--- src/rtl/iq_deint_pkg.sv ---
package iq_deint_pkg;
   localparam int SLOTS    = 8;
   localparam int SLOT_W   = 3;
   localparam int CHANNELS = 4;
   typedef logic [SLOT_W-1:0] slot_t;

   // channel 0:IA 1:QA 2:IB 3:QB ; upper half slot, lower half two slots later
   function automatic int upper_slot(input int ch);
      return (ch / 2) * 4 + (ch % 2);
   endfunction

   function automatic int lower_slot(input int ch);
      return upper_slot(ch) + 2;
   endfunction
endpackage

--- src/rtl/iq_sync_track.sv ---
module iq_sync_track
   import iq_deint_pkg::*;
#(
   parameter int LOCK_FRAMES = 2
) (
   input  logic  clk,
   input  logic  rst,
   input  logic  ce,
   input  logic  sync_in,
   output slot_t word_slot,
   output logic  frame_done,
   output logic  lost,
   output logic  locked
);
   localparam int FW = $clog2(LOCK_FRAMES + 1);

   logic    prev_q, armed_q, locked_q;
   slot_t   slot_q;
   logic [FW-1:0] frames_q;
   logic    rise, match, good;

   always_comb begin
      rise       = sync_in & ~prev_q;
      match      = (sync_in == ~slot_q[SLOT_W-1]);
      good       = armed_q & match;
      word_slot  = good ? slot_q : '0;
      frame_done = ce & good & locked_q & (slot_q == slot_t'(SLOTS - 1));
      lost       = ce & armed_q & ~match & locked_q;
   end

   always_ff @(posedge clk) begin
      if (rst) begin
         prev_q   <= 1'b0;
         armed_q  <= 1'b0;
         locked_q <= 1'b0;
         slot_q   <= '0;
         frames_q <= '0;
      end else if (ce) begin
         prev_q <= sync_in;
         if (good) begin
            slot_q <= slot_q + 1'b1;
            if (slot_q == slot_t'(SLOTS - 1) && !locked_q) begin
               if (frames_q == FW'(LOCK_FRAMES - 1)) begin
                  locked_q <= 1'b1;
                  frames_q <= '0;
               end else begin
                  frames_q <= frames_q + 1'b1;
               end
            end
         end else begin
            locked_q <= 1'b0;
            frames_q <= '0;
            armed_q  <= rise;
            slot_q   <= rise ? slot_t'(1) : slot_t'(0);
         end
      end
   end

   assign locked = locked_q;
endmodule

--- src/rtl/iq_word_pack.sv ---
module iq_word_pack
   import iq_deint_pkg::*;
#(
   parameter int WORD_W = 6
) (
   input  logic                                clk,
   input  logic                                rst,
   input  logic                                ce,
   input  logic [WORD_W-1:0]                   word,
   input  slot_t                               word_slot,
   input  logic                                frame_done,
   output logic [CHANNELS-1:0][2*WORD_W-1:0]   smp,
   output logic                                valid
);
   localparam int SMP_W = 2 * WORD_W;

   logic [CHANNELS-1:0][WORD_W-1:0] lo_src;

   for (genvar c = 0; c < CHANNELS; c++) begin : g_ch
      logic [WORD_W-1:0] hi_q;
      always_ff @(posedge clk) begin
         if (rst)
            hi_q <= '0;
         else if (ce && word_slot == slot_t'(upper_slot(c)))
            hi_q <= word;
      end

      if (lower_slot(c) == SLOTS - 1) begin : g_direct
         assign lo_src[c] = word;
      end else begin : g_held
         logic [WORD_W-1:0] lo_q;
         always_ff @(posedge clk) begin
            if (rst)
               lo_q <= '0;
            else if (ce && word_slot == slot_t'(lower_slot(c)))
               lo_q <= word;
         end
         assign lo_src[c] = lo_q;
      end

      always_ff @(posedge clk) begin
         if (rst)
            smp[c] <= '0;
         else if (frame_done)
            smp[c] <= SMP_W'({hi_q, lo_src[c]});
      end
   end

   always_ff @(posedge clk) begin
      if (rst) valid <= 1'b0;
      else     valid <= frame_done;
   end
endmodule

--- src/rtl/iq_evt_count.sv ---
module iq_evt_count #(
   parameter int CNT_W = 8
) (
   input  logic             clk,
   input  logic             rst,
   input  logic             clr,
   input  logic             inc,
   output logic [CNT_W-1:0] cnt
);
   localparam logic [CNT_W-1:0] CMAX = '1;

   always_ff @(posedge clk) begin
      if (rst)
         cnt <= '0;
      else if (clr)
         cnt <= inc ? CNT_W'(1) : '0;
      else if (inc && cnt != CMAX)
         cnt <= cnt + 1'b1;
   end
endmodule

--- src/rtl/iq_frame_deint.sv ---
module iq_frame_deint
   import iq_deint_pkg::*;
#(
   parameter int WORD_W      = 6,
   parameter int LOCK_FRAMES = 2,
   parameter int CNT_W       = 8
) (
   input  logic                clk,
   input  logic                rst,
   input  logic                ce,
   input  logic [WORD_W-1:0]   rx_word,
   input  logic                rx_sync,
   input  logic                cnt_clr,
   output logic [2*WORD_W-1:0] ia_o,
   output logic [2*WORD_W-1:0] qa_o,
   output logic [2*WORD_W-1:0] ib_o,
   output logic [2*WORD_W-1:0] qb_o,
   output logic                smp_valid,
   output logic                locked,
   output logic                misalign,
   output logic [CNT_W-1:0]    misalign_cnt
);
   initial begin
      assert (WORD_W >= 1)      else $error("WORD_W must be at least 1");
      assert (LOCK_FRAMES >= 1) else $error("LOCK_FRAMES must be at least 1");
      assert (CNT_W >= 1)       else $error("CNT_W must be at least 1");
   end

   slot_t word_slot;
   logic  frame_done, lost;
   logic [CHANNELS-1:0][2*WORD_W-1:0] smp;

   iq_sync_track #(.LOCK_FRAMES(LOCK_FRAMES)) u_track (
      .clk(clk), .rst(rst), .ce(ce), .sync_in(rx_sync),
      .word_slot(word_slot), .frame_done(frame_done),
      .lost(lost), .locked(locked)
   );

   iq_word_pack #(.WORD_W(WORD_W)) u_pack (
      .clk(clk), .rst(rst), .ce(ce), .word(rx_word),
      .word_slot(word_slot), .frame_done(frame_done),
      .smp(smp), .valid(smp_valid)
   );

   iq_evt_count #(.CNT_W(CNT_W)) u_cnt (
      .clk(clk), .rst(rst), .clr(cnt_clr), .inc(lost), .cnt(misalign_cnt)
   );

   always_ff @(posedge clk) begin
      if (rst) misalign <= 1'b0;
      else     misalign <= lost;
   end

   assign ia_o = smp[0];
   assign qa_o = smp[1];
   assign ib_o = smp[2];
   assign qb_o = smp[3];
endmodule

--- config.mk ---
export PLATFORM = sky130hd
export DESIGN_NAME = iq_frame_deint
export DESIGN_NICKNAME = d
export VERILOG_FILES = /design/src/rtl/iq_deint_pkg.sv /design/src/rtl/iq_sync_track.sv /design/src/rtl/iq_word_pack.sv /design/src/rtl/iq_evt_count.sv /design/src/rtl/iq_frame_deint.sv
export SDC_FILE = /design/constraint.sdc
export NUM_CORES = 1
export LEC_CHECK = 0
export BUFFER_PORTS_ARGS = -buffer_cell sky130_fd_sc_hd__clkbuf_2
export CORE_UTILIZATION = 30
export CTS_CLUSTER_DIAMETER = 80
export CTS_CLUSTER_SIZE = 20
export DETAILED_ROUTE_END_ITERATION = 10
export HOLD_SLACK_MARGIN = 0.12
export SETUP_SLACK_MARGIN = 0.1
export SLEW_MARGIN = 20
export SYNTH_ARGS = -nofsm -noshare
export SYNTH_HDL_FRONTEND = slang
export SYNTH_HIERARCHICAL = 1
export SYNTH_SLANG_ARGS = --single-unit
--- constraint.sdc ---
create_clock -name clk -period 2.7 [get_ports clk]
set_input_delay 0.81 -clock clk [delete_from_list [all_inputs] [get_ports clk]]
set_output_delay 0.81 -clock clk [all_outputs]
set_load 0.005 [all_outputs]
==> flow_summary.json <==
{
  "track_usage_pct": 13.5,
  "drc": 0,
  "combPwrFrac_pct": 3.1,
  "ys_top_cells_by_area": "dfxtp_1 (50%), mux2i_1 (22%), nand2b_1 (7.4%), nor2_1 (4.7%), clkbuf_1 (1.1%)",
  "finalWirelength_mm": 9.45,
  "ir_drop_mv": 0.243,
  "grt_first_pass_wirelength_mm": 15.4,
  "row_count": 43,
  "sw_frac_of_total_pct": 22.0,
  "seqPwrFrac_pct": 52.6,
  "cp.depth": 6,
  "power_w": 0.00306,
  "fin_hold_ws_ps": 455,
  "nets": 493,
  "drv_slew": 0,
  "syn_inst": 416,
  "critPathSlowestCell": "xor2_1",
  "worst_slew_pin_slew_ps": 689,
  "first_pass_iters": 4,
  "p_leak_nw": 2.15,
  "clk_latency_ps": 350,
  "netlist.area_leader.share_pct": 50.3,
  "final_antenna_net_count": 0,
  "rr_startpoint": "u_track/slot_q[2]",
  "cts.sinks": 108,
  "dr_total_vias": 3088,
  "syn2layout_area_growth_pct": 19.9,
  "crit_buf_inv": 2,
  "power_density_nw_per_um2": 594,
  "fp.dieH_um": 122,
  "reg2reg_slack_ps": 580,
  "min_path_type": "reg2reg",
  "crit_family": "simple AND/OR/NAND/NOR gates",
  "netSwitchingPower_w": 0.000673,
  "port_buffers": 69,
  "fin_util_pct": 36.9,
  "root_buffer": "clkbuf_16",
  "rsz0062_at_grt": "no",
  "cts_hold_buf": 0,
  "synth.most_common_cell": "dfxtp_1",
  "pre_cts_slack_ps": 61.1,
  "syn-cell-area_sq_um": 4300,
  "r2r-end": "u_pack/g_ch[1].hi_q[4]",
  "ys_types": 39,
  "fill_cells": 1404,
  "yosys_warnings": 6,
  "viasPerCell": 4.65,
  "p_int_w": 0.00239,
  "status": "complete, no violations",
  "h-tree-depth": 3,
  "cp_cell_sequence": "clkbuf_2, xor2_1, and3_1, nor4bb_1, buf_4, mux2i_1",
  "critPathMaxStageDelay_ps": 570,
  "diodes": 0,
  "core-area_sq_um": 13900,
  "synth-async-reset-ratio_pct": 0,
  "cts_buffers": 9,
  "period_minus_slack_ps": 2280,
  "grt_pass1_vias": 3063,
  "whs_path_depth": 2,
  "crit_path_end": "u_pack/g_ch[1].hi_q[4]",
  "clockBufferDepth": 2,
  "fin_skew_ps": 7.89,
  "start_util_pct": 30.8,
  "clkTransAtPathRegs_ps": 70,
  "tns_ps": 0,
  "dp.final_hpwl_mm": 6.53,
  "yosys-top-cells-count": "dfxtp_1 (108), mux2i_1 (94), nor2_1 (54)",
  "yosys.area.top_type": "dfxtp_1",
  "drv_cap": 0,
  "cts_tree": "done",
  "grt_overflow": 0,
  "pwr-share-clk_pct": 44.3,
  "wl_per_cell_um": 14.2,
  "syn_nets": 430,
  "synthFlopType": "dfxtp_1",
  "synth_edf_count": 0,
  "finalHoldViolations": 0,
  "cp-end-kind": "register",
  "max-slew-margin-rel_pct": 53.9,
  "antenna_found_initial": 0,
  "grt_max_degree": 60,
  "synth-seq-area-share_pct": 50.3,
  "synth_seq_cells": 108,
  "synth.avg_cell_area_sq_um": 10.3,
  "start_kind": "primary input",
  "criticalPathCategory": "in2reg",
  "drtIter0Drc": 178,
  "die_x_um": 122,
  "fin_crit_sh_pct": 84.4,
  "timing.final.ws_setup_ps": 422,
  "setup_viol": 0,
  "drive_gt1_share_pct": 20.7,
  "io_pins": 70,
  "cp_data_required_time_ps": 2980,
  "die_area_sq_um": 14800,
  "cts_setup_buffers": 0,
  "postCtsResizedCells": 0,
  "gp_congestion": 0.736,
  "r2r_cells": 5,
  "timing.critical_path.from": "rx_sync",
  "cp_max_fo": 11,
  "fmax_ghz": 0.439,
  "arrival_ps": 2550
}
==> flip-flops by register name, indices dropped and copies added, names as in the netlist <==
register and cells:
u_track/armed_q 1, u_pack/smp 48, u_track/locked 1, misalign 1, u_track/frames_q 2, u_cnt/cnt 8, u_track/slot_q 3, u_track/prev_q 1
u_pack/g_ch.g_held.lo_q 18, u_pack/valid 1, u_pack/g_ch.hi_q 24
==> worst reg2reg max path: stages, from the launching register on <==
cell and delay (ps):
dfxtp_1 410, xor2_1 580, and3_1 350, nor4bb_1 270, buf_4 230, mux2i_1 200
==> power groups by stage <==
stage               Combinational, W  Clock [W]  Sequential (W)
global placement           0.0000952          0         0.00165
detailed placement         0.0000967          0         0.00165
CTS                        0.0000972    0.00139         0.00161
finish                     0.0000953    0.00136         0.00161
floorplan                  0.0000679          0         0.00164
global route                0.000105    0.00146         0.00161
==> routing by layer <==
layer  GRT usage [%]  vias to the layer above  wire, um
li1                -                     1554         -
met4            7.33                        0       233
met1            16.9                     1451      4360
met2            21.3                       66      4370
met5               0                        -         0
met3            3.46                       17       481
==> worst min-delay path by stage <==
stage | startpoint | to
floorplan | u_track/frames_q[1] | u_track/frames_q[1]
global placement | u_track/frames_q[1] | u_track/frames_q[1]
detailed placement | u_track/frames_q[1] | u_track/frames_q[1]
CTS | u_track/frames_q[1] | u_track/frames_q[1]
global route | u_track/frames_q[1] | u_track/frames_q[1]
finish | u_track/frames_q[1] | u_track/frames_q[1]
==> placed cells by master, fill, tap and decap left out, types with 3 or more instances in the layout <==
master,Yosys,routed
a21oi_1,8,8
dfxtp_1,108,108
clkbuf_2,0,68
nand4_1,6,6
buf_4,3,8
inv_1,7,7
a31oi_1,7,7
nand2_1,8,8
and3_1,3,3
clkbuf_16,0,9
nor2_1,54,54
nand3_1,3,3
o21ai_0,3,3
and2_1,3,3
nand3b_1,3,3
nand2b_1,51,51
inv_6,0,3
ha_1,3,3
nand4b_1,4,4
mux2i_1,94,94
==> area by class of cell <==
| class | count | area [sq um] | area share (%) |
|---|---|---|---|
| clock inverter | 6 | 66.3 | 1.29 |
| multi-input combinational | 274 | 1980 | 38.5 |
| clock buffer | 10 | 239 | 4.64 |
| inverter | 7 | 26.3 | 0.510 |
| timing repair buffer | 79 | 445 | 8.65 |
| tap | 180 | 225 | 4.37 |
| sequential | 108 | 2160 | 42.0 |
==> per-stage QoR <==
step	instance area [sq um]	instances
after floorplan	4300	416
after global placement	4840	648
after detailed placement	4840	648
after CTS	5150	664
after global routing	5150	664
final	5150	664
==> cell families after synthesis <==
kind of cell	count (synthesis)	share of synthesized area, %
AND/OR/NAND/NOR	150	19.2
flip-flops	108	50.3
multiplexers	94	21.9
buffers and inverters	34	3.50
AO/OA/AOI/OAI	26	3.96
adder cells (fa/ha/maj)	3	0.874
XOR/XNOR	1	0.204
(Power assumes the default switching activity.)
